### config.mk
export PLATFORM = sky130hd
export DESIGN_NAME = ovf_alu
export DESIGN_NICKNAME = d
export VERILOG_FILES = /design/src/rtl/ovf_alu_pkg.sv /design/src/rtl/ovf_alu_single.sv /design/src/rtl/ovf_alu_mul.sv /design/src/rtl/ovf_alu_div.sv /design/src/rtl/ovf_alu.sv
export SDC_FILE = /design/constraint.sdc
export NUM_CORES = 1
export LEC_CHECK = 0
export ABC_AREA = 1
export BUFFER_PORTS_ARGS = -buffer_cell sky130_fd_sc_hd__clkbuf_2
export CAP_MARGIN = 20
export CORE_MARGIN = 2
export CORE_UTILIZATION = 24
export CTS_BUF_LIST = sky130_fd_sc_hd__clkbuf_8
export DETAILED_ROUTE_END_ITERATION = 12
export PLACE_DENSITY_LB_ADDON = 0.3
export REMOVE_ABC_BUFFERS = 1
export SYNTH_ARGS = -nofsm -noshare
export SYNTH_HDL_FRONTEND = slang
export SYNTH_SLANG_ARGS = --single-unit
### constraint.sdc
create_clock -name clk -period 4.14 [get_ports clk]
set_input_delay 0.621 -clock clk [delete_from_list [all_inputs] [get_ports clk]]
set_output_delay 0.621 -clock clk [all_outputs]
set_load 0.005 [all_outputs]
### src/rtl/ovf_alu_pkg.sv
package ovf_alu_pkg;

    typedef enum logic [4:0] {
        OP_NONE  = 5'h00,
        OP_MOVE  = 5'h01,
        OP_ADD   = 5'h02,
        OP_SUB   = 5'h03,
        OP_MULU  = 5'h04,
        OP_MULS  = 5'h05,
        OP_DIVU  = 5'h06,
        OP_DIVS  = 5'h07,
        OP_REMU  = 5'h08,
        OP_REMS  = 5'h09,
        OP_AND   = 5'h0A,
        OP_OR    = 5'h0B,
        OP_XOR   = 5'h0C,
        OP_SRL   = 5'h0D,
        OP_SRA   = 5'h0E,
        OP_SLL   = 5'h0F,
        OP_TSTNZ = 5'h10,
        OP_TSTZ  = 5'h11,
        OP_EQ    = 5'h12,
        OP_NE    = 5'h13,
        OP_GTU   = 5'h14,
        OP_GTS   = 5'h15,
        OP_LTU   = 5'h16,
        OP_LTS   = 5'h17,
        OP_ADDC  = 5'h1A,
        OP_SUBC  = 5'h1B,
        OP_MOVEI = 5'h1E,
        OP_MOVED = 5'h1F
    } op_e;

    typedef enum logic [1:0] {
        ST_IDLE,
        ST_MUL,
        ST_DIV,
        ST_DONE
    } st_e;

    function automatic logic op_is_mul(op_e o);
        return (o == OP_MULU) || (o == OP_MULS);
    endfunction

    function automatic logic op_is_div(op_e o);
        return (o == OP_DIVU) || (o == OP_DIVS) || (o == OP_REMU) || (o == OP_REMS);
    endfunction

    function automatic logic op_is_rem(op_e o);
        return (o == OP_REMU) || (o == OP_REMS);
    endfunction

    function automatic logic op_is_signed(op_e o);
        return (o == OP_MULS) || (o == OP_DIVS) || (o == OP_REMS);
    endfunction

    function automatic logic op_is_cmp(op_e o);
        logic [4:0] v;
        v = o;
        return v[4:3] == 2'b10;
    endfunction

    function automatic logic op_writes_ex(op_e o);
        case (o)
            OP_ADD, OP_SUB, OP_MULU, OP_MULS, OP_DIVU, OP_DIVS,
            OP_ADDC, OP_SUBC, OP_SRL, OP_SRA, OP_SLL: return 1'b1;
            default:                                  return 1'b0;
        endcase
    endfunction

endpackage

### src/rtl/ovf_alu_single.sv
// Single-step operations: add/sub with flags, logic, shifts, tests, moves.
module ovf_alu_single import ovf_alu_pkg::*; #(
    parameter int unsigned W = 16
) (
    input  op_e          op,
    input  logic [W-1:0] b,
    input  logic [W-1:0] a,
    input  logic [W-1:0] exi,
    output logic [W-1:0] res,
    output logic [W-1:0] exn,
    output logic         we,
    output logic         cond
);
    localparam logic [W-1:0] EX_ONE  = W'(1);
    localparam logic [W-1:0] EX_ALL1 = '1;

    logic [W:0]     sum1;
    logic [W:0]     dif1;
    logic [W+1:0]   sumc;
    logic [W+1:0]   difc;
    logic [2*W-1:0] shr_v;
    logic [2*W-1:0] sra_v;
    logic [2*W-1:0] shl_v;
    logic [W-1:0]   andv;

    always_comb begin
        sum1  = {1'b0, b} + {1'b0, a};
        dif1  = {1'b0, b} - {1'b0, a};
        sumc  = {2'b00, b} + {2'b00, a} + {2'b00, exi};
        difc  = {2'b00, b} - {2'b00, a} + {2'b00, exi};
        shr_v = {b, {W{1'b0}}} >> a;
        sra_v = $signed({b, {W{1'b0}}}) >>> a;
        shl_v = {{W{1'b0}}, b} << a;
        andv  = b & a;
    end

    always_comb begin
        res  = b;
        exn  = exi;
        we   = 1'b0;
        cond = 1'b0;
        case (op)
            OP_MOVE, OP_MOVEI, OP_MOVED: res = a;
            OP_ADD: begin
                res = sum1[W-1:0];
                exn = sum1[W] ? EX_ONE : '0;
                we  = 1'b1;
            end
            OP_SUB: begin
                res = dif1[W-1:0];
                exn = dif1[W] ? EX_ALL1 : '0;
                we  = 1'b1;
            end
            OP_ADDC: begin
                res = sumc[W-1:0];
                exn = (sumc[W+1:W] != 2'b00) ? EX_ONE : '0;
                we  = 1'b1;
            end
            OP_SUBC: begin
                res = difc[W-1:0];
                exn = difc[W+1] ? EX_ALL1 : '0;
                we  = 1'b1;
            end
            OP_AND: res = andv;
            OP_OR:  res = b | a;
            OP_XOR: res = b ^ a;
            OP_SRL: begin
                res = shr_v[2*W-1:W];
                exn = shr_v[W-1:0];
                we  = 1'b1;
            end
            OP_SRA: begin
                res = sra_v[2*W-1:W];
                exn = sra_v[W-1:0];
                we  = 1'b1;
            end
            OP_SLL: begin
                res = shl_v[W-1:0];
                exn = shl_v[2*W-1:W];
                we  = 1'b1;
            end
            OP_TSTNZ: cond = (andv != '0);
            OP_TSTZ:  cond = (andv == '0);
            OP_EQ:    cond = (b == a);
            OP_NE:    cond = (b != a);
            OP_GTU:   cond = (b > a);
            OP_GTS:   cond = ($signed(b) > $signed(a));
            OP_LTU:   cond = (b < a);
            OP_LTS:   cond = ($signed(b) < $signed(a));
            default: ;
        endcase
    end
endmodule

### src/rtl/ovf_alu_mul.sv
// Iterative unsigned shift-add multiplier, one partial product per cycle.
module ovf_alu_mul #(
    parameter int unsigned W = 16
) (
    input  logic           clk,
    input  logic           rst_n,
    input  logic           go,
    input  logic [W-1:0]   mcand,
    input  logic [W-1:0]   mplier,
    output logic [2*W-1:0] prod,
    output logic           fin
);
    localparam int unsigned CW = (W > 1) ? $clog2(W) : 1;
    localparam logic [CW-1:0] LAST = CW'(W - 1);

    logic [2*W-1:0] acc_q;
    logic [2*W-1:0] mc_q;
    logic [W-1:0]   mp_q;
    logic [CW-1:0]  cnt_q;
    logic           busy_q;
    logic           fin_q;

    always_ff @(posedge clk or negedge rst_n) begin
        if (!rst_n) begin
            acc_q  <= '0;
            mc_q   <= '0;
            mp_q   <= '0;
            cnt_q  <= '0;
            busy_q <= 1'b0;
            fin_q  <= 1'b0;
        end else if (go) begin
            acc_q  <= '0;
            mc_q   <= {{W{1'b0}}, mcand};
            mp_q   <= mplier;
            cnt_q  <= '0;
            busy_q <= 1'b1;
            fin_q  <= 1'b0;
        end else if (busy_q) begin
            if (mp_q[0]) begin
                acc_q <= acc_q + mc_q;
            end
            mc_q  <= mc_q << 1;
            mp_q  <= mp_q >> 1;
            cnt_q <= cnt_q + 1'b1;
            if (cnt_q == LAST) begin
                busy_q <= 1'b0;
                fin_q  <= 1'b1;
            end
        end else begin
            fin_q <= 1'b0;
        end
    end

    assign prod = acc_q;
    assign fin  = fin_q;
endmodule

### src/rtl/ovf_alu_div.sv
// Iterative restoring divider on {dvd_hi, W zeros} / dsr over 2W steps.
// Quotient high half = integer quotient, low half = fractional quotient;
// the partial remainder after W steps is dvd_hi mod dsr.
module ovf_alu_div #(
    parameter int unsigned W = 16
) (
    input  logic           clk,
    input  logic           rst_n,
    input  logic           go,
    input  logic [W-1:0]   dvd_hi,
    input  logic [W-1:0]   dsr,
    output logic [2*W-1:0] quot,
    output logic [W-1:0]   rem_mid,
    output logic           fin
);
    localparam int unsigned CW = $clog2(2 * W);
    localparam logic [CW-1:0] LAST = CW'(2 * W - 1);
    localparam logic [CW-1:0] MID  = CW'(W - 1);

    logic [2*W-1:0] dvd_q;
    logic [W-1:0]   rem_q;
    logic [W-1:0]   dsr_q;
    logic [W-1:0]   mid_q;
    logic [CW-1:0]  cnt_q;
    logic           busy_q;
    logic           fin_q;

    logic [W:0]     trial;
    logic           ge;
    logic [W:0]     rem_n;

    always_comb begin
        trial = {rem_q, dvd_q[2*W-1]};
        ge    = (trial >= {1'b0, dsr_q});
        rem_n = ge ? (trial - {1'b0, dsr_q}) : trial;
    end

    always_ff @(posedge clk or negedge rst_n) begin
        if (!rst_n) begin
            dvd_q  <= '0;
            rem_q  <= '0;
            dsr_q  <= '0;
            mid_q  <= '0;
            cnt_q  <= '0;
            busy_q <= 1'b0;
            fin_q  <= 1'b0;
        end else if (go) begin
            dvd_q  <= {dvd_hi, {W{1'b0}}};
            rem_q  <= '0;
            dsr_q  <= dsr;
            cnt_q  <= '0;
            busy_q <= 1'b1;
            fin_q  <= 1'b0;
        end else if (busy_q) begin
            dvd_q <= {dvd_q[2*W-2:0], ge};
            rem_q <= rem_n[W-1:0];
            cnt_q <= cnt_q + 1'b1;
            if (cnt_q == MID) begin
                mid_q <= rem_n[W-1:0];
            end
            if (cnt_q == LAST) begin
                busy_q <= 1'b0;
                fin_q  <= 1'b1;
            end
        end else begin
            fin_q <= 1'b0;
        end
    end

    assign quot    = dvd_q;
    assign rem_mid = mid_q;
    assign fin     = fin_q;
endmodule

### src/rtl/ovf_alu.sv
module ovf_alu import ovf_alu_pkg::*; #(
    parameter int unsigned W = 16
) (
    input  logic         clk,
    input  logic         rst_n,
    input  logic         start,
    input  logic [4:0]   opcode,
    input  logic [W-1:0] opnd_b,
    input  logic [W-1:0] opnd_a,
    input  logic [W-1:0] ex_in,
    output logic [W-1:0] result,
    output logic [W-1:0] ex_out,
    output logic         ex_we,
    output logic         cond_true,
    output logic         done
);
    st_e            state_q, state_d;
    op_e            op_in;
    op_e            op_q;
    logic [W-1:0]   b_q, a_q, exi_q;
    logic           accept;

    logic [W-1:0]   s_res, s_ex;
    logic           s_we, s_cond;

    logic           mul_go, mul_fin;
    logic [2*W-1:0] mul_prod;
    logic           div_go, div_fin, div_sgn;
    logic [W-1:0]   mag_b, mag_a;
    logic [2*W-1:0] div_quot;
    logic [W-1:0]   div_rem;

    logic [2*W-1:0] mul_fix;
    logic [W-1:0]   div_res, div_ex;
    logic           div_we;
    logic           neg_q, neg_r, dz;

    logic [W-1:0]   res_q, exo_q;
    logic           we_q, cond_q;

    assign op_in   = op_e'(opcode);
    assign accept  = start && (state_q == ST_IDLE);
    assign mul_go  = accept && op_is_mul(op_in);
    assign div_go  = accept && op_is_div(op_in);
    assign div_sgn = op_is_signed(op_in);
    assign mag_b   = (div_sgn && opnd_b[W-1]) ? (-opnd_b) : opnd_b;
    assign mag_a   = (div_sgn && opnd_a[W-1]) ? (-opnd_a) : opnd_a;

    ovf_alu_single #(.W(W)) u_single (
        .op   (op_in),
        .b    (opnd_b),
        .a    (opnd_a),
        .exi  (ex_in),
        .res  (s_res),
        .exn  (s_ex),
        .we   (s_we),
        .cond (s_cond)
    );

    ovf_alu_mul #(.W(W)) u_mul (
        .clk    (clk),
        .rst_n  (rst_n),
        .go     (mul_go),
        .mcand  (opnd_b),
        .mplier (opnd_a),
        .prod   (mul_prod),
        .fin    (mul_fin)
    );

    ovf_alu_div #(.W(W)) u_div (
        .clk     (clk),
        .rst_n   (rst_n),
        .go      (div_go),
        .dvd_hi  (mag_b),
        .dsr     (mag_a),
        .quot    (div_quot),
        .rem_mid (div_rem),
        .fin     (div_fin)
    );

    // Operand capture for post-processing of iterative results.
    always_ff @(posedge clk or negedge rst_n) begin
        if (!rst_n) begin
            op_q  <= OP_NONE;
            b_q   <= '0;
            a_q   <= '0;
            exi_q <= '0;
        end else if (accept) begin
            op_q  <= op_in;
            b_q   <= opnd_b;
            a_q   <= opnd_a;
            exi_q <= ex_in;
        end
    end

    // Signed product correction and divider sign/zero handling.
    always_comb begin
        mul_fix = mul_prod;
        if (op_q == OP_MULS) begin
            mul_fix = mul_prod
                    - (b_q[W-1] ? {a_q, {W{1'b0}}} : '0)
                    - (a_q[W-1] ? {b_q, {W{1'b0}}} : '0);
        end
        dz     = (a_q == '0);
        neg_q  = op_is_signed(op_q) && (b_q[W-1] ^ a_q[W-1]);
        neg_r  = op_is_signed(op_q) && b_q[W-1];
        div_we = !op_is_rem(op_q);
        if (op_is_rem(op_q)) begin
            div_res = dz ? '0 : (neg_r ? (-div_rem) : div_rem);
            div_ex  = exi_q;
        end else begin
            div_res = dz ? '0 : (neg_q ? (-div_quot[2*W-1:W]) : div_quot[2*W-1:W]);
            div_ex  = dz ? '0 : (neg_q ? (-div_quot[W-1:0]) : div_quot[W-1:0]);
        end
    end

    // Next-state logic.
    always_comb begin
        state_d = state_q;
        unique case (state_q)
            ST_IDLE: begin
                if (accept) begin
                    if (op_is_mul(op_in)) begin
                        state_d = ST_MUL;
                    end else if (op_is_div(op_in)) begin
                        state_d = ST_DIV;
                    end else begin
                        state_d = ST_DONE;
                    end
                end
            end
            ST_MUL:  if (mul_fin) state_d = ST_DONE;
            ST_DIV:  if (div_fin) state_d = ST_DONE;
            ST_DONE: state_d = ST_IDLE;
        endcase
    end

    // State register.
    always_ff @(posedge clk or negedge rst_n) begin
        if (!rst_n) begin
            state_q <= ST_IDLE;
        end else begin
            state_q <= state_d;
        end
    end

    // Output registers.
    always_ff @(posedge clk or negedge rst_n) begin
        if (!rst_n) begin
            res_q  <= '0;
            exo_q  <= '0;
            we_q   <= 1'b0;
            cond_q <= 1'b0;
        end else begin
            unique case (state_q)
                ST_IDLE: begin
                    if (accept && !op_is_mul(op_in) && !op_is_div(op_in)) begin
                        res_q  <= s_res;
                        exo_q  <= s_ex;
                        we_q   <= s_we;
                        cond_q <= s_cond;
                    end
                end
                ST_MUL: begin
                    if (mul_fin) begin
                        res_q  <= mul_fix[W-1:0];
                        exo_q  <= mul_fix[2*W-1:W];
                        we_q   <= 1'b1;
                        cond_q <= 1'b0;
                    end
                end
                ST_DIV: begin
                    if (div_fin) begin
                        res_q  <= div_res;
                        exo_q  <= div_ex;
                        we_q   <= div_we;
                        cond_q <= 1'b0;
                    end
                end
                ST_DONE: ;
            endcase
        end
    end

    assign done      = (state_q == ST_DONE);
    assign result    = res_q;
    assign ex_out    = exo_q;
    assign ex_we     = done && we_q;
    assign cond_true = done && cond_q;
endmodule

==> impl_metrics.tcl, run 1 <==
set metrics [dict create \
    status "complete, but fails checks" \
    failed_checks "negative hold slack" \
    reg2reg_depth 15 \
    async_flop_share_pct 100 \
    fp.dieW_um 322 \
    dieArea_mm2 0.104 \
    crit_path_start_kind "input pin" \
    critPathMaxFanout 4 \
    multi_input_area_mm2 0.0157 \
    clock_latency_ns 0.71 \
    gp_congestion 1.03 \
    regArea_mm2 0.00656 \
    post-place-cells 5302 \
    grt_max_degree 104 \
    hold_buffers 0 \
    fmax_mhz 254 \
    r2r-start "b_q[15]" \
    seq_area_frac_synth_pct 27.0 \
    wl_met2_um 54900 \
    ir_worst_vdd_v 0.000513 \
    power_mw 20.3 \
    wl_met1_um 51700 \
    wl_met3_um 9310 \
    setup_ws_ns 0.209 \
    antenna_left 0 \
    wl_um 122000 \
    drive_gt1_share_pct 15.1 \
    route.detailed.drc 0 \
    drt-wirelength-per-cell_um 22.7 \
    finalCritPeriodShare_pct 95.0 \
    maxCapViolations 0 \
    setup.reg_to_reg.worst_slack_ns 0.55 \
    cp.arrival_ns 4.48 \
    synth_warnings 0 \
    cts_max_path_buffers 3 \
    ys_ff_latch 262 \
    setup_viol 0 \
    critPathKind "input pin to register" \
    topRoutingLayerUsed "met5" \
    via_per_inst 5.10 \
    grt_pass1_vias 26400 \
    rsz0062_at_grt "false" \
    grt_pass1_wl_um 178000 \
    fin_crit_ns 3.93 \
    syn_inst 3656 \
    cts_tree "done" \
    drt-pass1-iter-count 8 \
    fillerInstances 11200 \
    htreeDepth 2 \
    required_ns 4.69 \
    core-area_mm2 0.100 \
    io_pins 91 \
    fin_skew_ns 0.0599 \
    fin_cells 5393 \
    netlist_area_mm2 0.0243 \
    numPortBuffers 90 \
    area_growth_pct 22.1 \
    p_per_area_mw_per_mm2 682 \
    vias 27500 \
    dp_hpwl_um 98600 \
    r2r-end "ex_out[13]" \
    synth_top_flop_cell "dfrtp_1" \
    drt-initial-drc-count 2802 \
    root_buffer "clkbuf_8" \
    ys_types 69 \
    grt_use_total_pct 23.1 \
    initial_core_util_pct 24.3 \
    hp-class "input pin to async pin" \
    avgSynthCellArea_um2 6.65 \
    p_leak_nw 14.3 \
    die_h_um 322 \
    max-slew-margin-rel_pct 26.4 \
    path_clk_slew_ns 0.07 \
    cp-end-kind "register" \
    finalHoldWorstSlack_ns -0.0206 \
    numCtsBuffers 48 \
    grt-ovfl-total 0 \
    cts.sinks 262 \
    nets 4240 \
    rows 116 \
    worstMarginPinSlew_ns 1.10 \
    hold_viol_final 16 \
    antenna_found_initial 9 \
    dp_slack_ns -0.563 \
    drv_slew 0 \
    synth_edf_count 0 \
]
-- where the power goes --
part           total [mW]  switching [mW]  internal (mW)  leakage [nW]
Sequential           4.85            1.11           3.74          3.33
Clock                2.90            1.27           1.64         0.616
Combinational        12.5            8.11           4.40          10.4
Total                20.3            10.5           9.78          14.3
-- worst max-delay path by stage --
stage               start             end  slack, ns
2_1_floorplan  state_q[0]  u_mul.prod[27]      -0.91
5_1_grt         opnd_b[0]      result[15]      0.002
3_3_place_gp    opnd_b[0]       result[9]      -0.47
4_1_cts         opnd_b[0]       ex_out[2]       0.12
3_5_place_dp    opnd_b[0]       ex_out[2]      -0.56
6_report        opnd_b[0]      result[12]       0.21
-- per-stage QoR --
step / cell area (um2) / util (%) / TNS [ns]
floorplan: 23700 / - / -52.56
global placement: 28500 / 28.5 / -9.59
detailed placement: 28500 / 28.5 / -11.61
CTS: 29600 / 29.6 / 0
global route: 29700 / 29.6 / 0
finish: 29700 / 29.6 / 0
-- metal layers --
layer | up-vias | GRT usage [%]
met1 | 13100 | 30.1
li1 | 13000 | -
met5 | - | 0
met3 | 236 | 4.01
met2 | 1137 | 37.0
met4 | 8 | 11.0
-- cell usage in the layout (no fill, tap or decap), drive strengths merged, types with 4 or more instances in the layout --
| cell type | count |
|---|---|
| a21boi | 4 |
| a21oi | 279 |
| a211oi | 6 |
| xor2 | 79 |
| a22o | 5 |
| o21bai | 4 |
| buf | 355 |
| o2111ai | 7 |
| nand3 | 240 |
| nor4 | 19 |
| bufinv | 5 |
| nand2 | 1030 |
| o22ai | 54 |
| ha | 166 |
| xnor2 | 19 |
| clkinv | 8 |
| a221oi | 9 |
| fa | 21 |
| clkbuf | 148 |
| and2 | 4 |
| a31oi | 29 |
| o211ai | 33 |
| nand4 | 57 |
| a21o | 13 |
| nor3 | 31 |
| or2 | 9 |
| o221ai | 27 |
| o21ai | 410 |
| o31ai | 15 |
| inv | 397 |
| nor2 | 232 |
| o21a | 4 |
| nand3b | 5 |
| dfrtp | 262 |
| mux2 | 11 |
| a22oi | 22 |
-- synthesized netlist by cell type (all sizes together) (11+ instances only) --
library cell	count	area, um2
ha	166	2080
nand2	1030	3910
xor2	79	692
nor4	19	134
nand4	57	357
xnor2	19	166
o22ai	54	338
a22oi	22	165
a21o	13	97.6
buf	58	303
nand3	240	1230
inv	378	1420
o31ai	15	113
o21ai	410	2090
a31oi	29	181
o211ai	33	248
dfrtp	262	6560
a21oi	279	1400
o221ai	27	236
fa	21	420
mux2	11	124
clkbuf	94	353
nor3	31	165
nor2	232	965
-- state kept, by name, indices dropped and copies added, names as in the netlist, 4 cells and up --
| name | flops |
|---|---|
| ex_out | 16 |
| u_mul.cnt_q | 4 |
| u_div.rem_q | 16 |
| a_q | 16 |
| u_div.rem_mid | 16 |
| b_q | 16 |
| u_div.quot | 32 |
| u_mul.mp_q | 16 |
| u_div.dsr_q | 16 |
| op_q | 5 |
| result | 16 |
| u_mul.mc_q | 32 |
| u_mul.prod | 32 |
| u_div.cnt_q | 5 |
| exi_q | 16 |
-- kinds of logic (layout without fill, tap and decap cells) --
family,count (synthesis),after routing,synth area share [%]
and+or+nand+nor,1632,1632,28.4
buffers and inverters,536,914,8.63
AOI/OAI and AO/OA,930,930,21.7
muxes,11,11,0.509
xor gates and xnor gates,98,98,3.53
DFF,262,262,27.0
other,0,2,0
adders and majority gates,187,187,10.3
-- area by class of cell --
cell class,count,area share [%]
clock inverter,27,0.935
tap,1357,5.71
antenna,2,0.0168
multi-input combinational,2858,53.0
clock buffer,60,2.78
sequential,262,22.1
timing repair buffer,443,10.7
inverter,384,4.86
-- what timing repair did --
item,CTS,global route
setup endpoints to repair,0,19
gates resized for setup,0,14
setup buffers,0,2
-- critical path, cell delays in order --
cell	delay, ns
buf_2	0.16
buf_4	0.14
ha_1	0.15
inv_1	0.06
fa_1	0.38
inv_1	0.10
nand3_1	0.11
nand2_2	0.14
a21oi_1	0.08
o21ai_1	0.19
xor2_1	0.29
ha_1	0.30
buf_4	0.15
nand2_1	0.08
inv_1	0.10
buf_4	0.14
nand4_1	0.08
o211ai_1	0.09
buf_4	0.16
xnor2_1	0.18
nor2_1	0.10
nor2_1	0.14
nand4_1	0.22
nand2_1	0.12
nand2_1	0.05
nand2_1	0.07
nand2_1	0.05
No activity file was read; power rests on OpenSTA's default activity.
==> run 2: changes to the inputs <==
--- a/config.mk
+++ b/config.mk
@@ -8,6 +8,8 @@
 export ABC_AREA = 1
 export BUFFER_PORTS_ARGS = -buffer_cell sky130_fd_sc_hd__clkbuf_2
 export CAP_MARGIN = 20
+export CELL_PAD_IN_SITES_DETAIL_PLACEMENT = 0
+export CELL_PAD_IN_SITES_GLOBAL_PLACEMENT = 2
 export CORE_MARGIN = 2
 export CORE_UTILIZATION = 24
 export CTS_BUF_LIST = sky130_fd_sc_hd__clkbuf_8
==> run 2 against run 1 <==
  * The run now ends clean
  * Global-route usage rose by 1.5 points
  * Critical path depth shrank 3
  * Wire length rose by 6.6%
  * Critical path type unchanged
  * Critical endpoint is now result[10]
  * Largest cell class unchanged
  * Highest routed layer unchanged
==> impl_metrics.tcl, run 2 (synthesis gave the netlist of run 1 again) <==
set metrics [dict create \
    final_core_util_pct 29.6 \
    via_per_inst 5.02 \
    finalCritPeriodShare_pct 93.4 \
    status "completed" \
    hold_depth 3 \
    nets 4226 \
    cts_tree "done" \
    htreeDepth 2 \
    drv_slew 0 \
    path_clk_slew_ns 0.06 \
    antenna_found_initial 9 \
    critPathKind "input pin to register" \
    gp_congestion 0.965 \
    grt_max_degree 96 \
    initial_core_util_pct 24.3 \
    fp.dieW_um 322 \
    numPortBuffers 90 \
    hp-class "input pin to register" \
    rsz0062_at_grt "false" \
    critPathMaxStageDelay_ns 0.41 \
    grt-ovfl-total 0 \
    cts_max_path_buffers 3 \
    path_cells "clkbuf_2 -> buf_4 -> ha_1 -> inv_1 -> fa_1 -> inv_1 -> nand3_1 -> nand2_1 -> a21oi_1 -> o21ai_1 -> xor2_1 -> ha_1 -> buf_4 -> nand2_1 -> o21ai_0 -> a21boi_0 -> xor2_1 -> nor2_1 -> a21oi_1 -> nand3_1 -> nand2_1 -> nand2_1 -> nand2_1 -> nand2_1" \
    root_buffer "clkbuf_8" \
    worstMarginPinSlew_ns 0.988 \
    setup.reg_to_reg.worst_slack_ns 0.33 \
    grt_pass1_wl_um 186000 \
    antenna_left 0 \
    setup_viol 0 \
    die_h_um 322 \
    crit_path_start_kind "input pin" \
    area_growth_pct 22.2 \
    rows 116 \
    mostFrequentLayoutCell "nand2_1" \
    dp_hpwl_um 105000 \
    cp-end-kind "register" \
    reg2reg_depth 16 \
    io_pins 91 \
    final_cell_mix "nand2_1 (1020), inv_1 (374), o21ai_0 (353)" \
    vias 27000 \
    cts.sinks 262 \
    fin_skew_ns 0.0607 \
    drt-initial-drc-count 2367 \
    p_per_area_mw_per_mm2 702 \
    critPathTopFamily "compound AO/OA/AOI/OAI gates" \
    slowest_stage "o21ai_0" \
    max-slew-margin-rel_pct 34.1 \
    dieArea_mm2 0.104 \
    route.detailed.drc 0 \
    core-area_mm2 0.100 \
    path_buf_inv 5 \
    ir_worst_vdd_v 0.000338 \
    wl_um 130000 \
    critPathMaxFanout 4 \
    fmax_mhz 259 \
    finalHoldWorstSlack_ns 0.293 \
    grt_pass1_vias 26500 \
    required_ns 4.75 \
    hold_viol_final 0 \
    clock_latency_ns 0.70 \
    maxCapViolations 0 \
    fin_crit_ns 3.87 \
    p_leak_nw 14.3 \
    drt-wirelength-per-cell_um 24.2 \
    setup_tns_ns 0 \
    drive_gt1_share_pct 15.0 \
    crit_top_cell "nand2_1" \
    grt_use_total_pct 24.6 \
    drt-pass1-iter-count 6 \
    cp.arrival_ns 4.48 \
    power_mw 20.9 \
    cp_num_cells 24 \
    numCtsBuffers 52 \
]
==> run 2: path summary, 6_finish.rpt <==
check / start / end
worst max register to register: a_q[15] / ex_out[11]
min in group asynchronous: rst_n / u_mul.cnt_q[3]
worst min register to register: cond_q / cond_q
max in group asynchronous: rst_n / u_mul.mp_q[13]
worst min-delay path: opcode[2] / op_q[2]
worst max-delay path: opnd_b[0] / result[10]
==> run 2: worst min-delay path: cells and delay by family <==
kind,cells,cell delay (ns)
buf+inv,2,0.23
compound gates,1,0.09
==> run 2: area by class of cell <==
| cell class | count | area [um2] |
|---|---|---|
| clock buffer | 68 | 936 |
| inverter | 384 | 1440 |
| timing repair buffer | 425 | 3050 |
| tap | 1357 | 1700 |
| fill | 11300 | 70600 |
| clock inverter | 28 | 304 |
| multi-input combinational | 2858 | 15700 |
| sequential | 262 | 6560 |
| antenna | 3 | 7.51 |
==> run 2: where the power goes <==
group	total, mW	internal, mW	switching (mW)
registers	4.89	3.74	1.15
clock network	3.21	1.82	1.39
logic	12.8	4.41	8.35
total	20.9	9.97	10.9
==> run 2: through the flow <==
stage                     area (um2)  std cells  setup WS, ns
after global routing           29700       5383        0.0153
after global placement         28400       5285        -0.550
final                          29700       5385         0.273
after detailed placement       28400       5285        -0.526
after CTS                      29700       5382         0.198
after floorplan                23700       3504        -0.912
==> run 2: layer usage <==
layer / up-vias / global-route usage [%] / wire length [um]
li1: 13000 / - / -
met1: 13000 / 32.6 / 57700
met2: 826 / 41.2 / 60700
met3: 208 / 2.17 / 6020
met4: 6 / 9.78 / 5810
met5: - / 0 / 37
==> run 2: timing repair <==
item	CTS	global route
endpoints found under the hold margin	27	0
hold buffers	1	0
resized for setup	0	8
endpoints found under the setup margin	0	8
buffers inserted	0	0
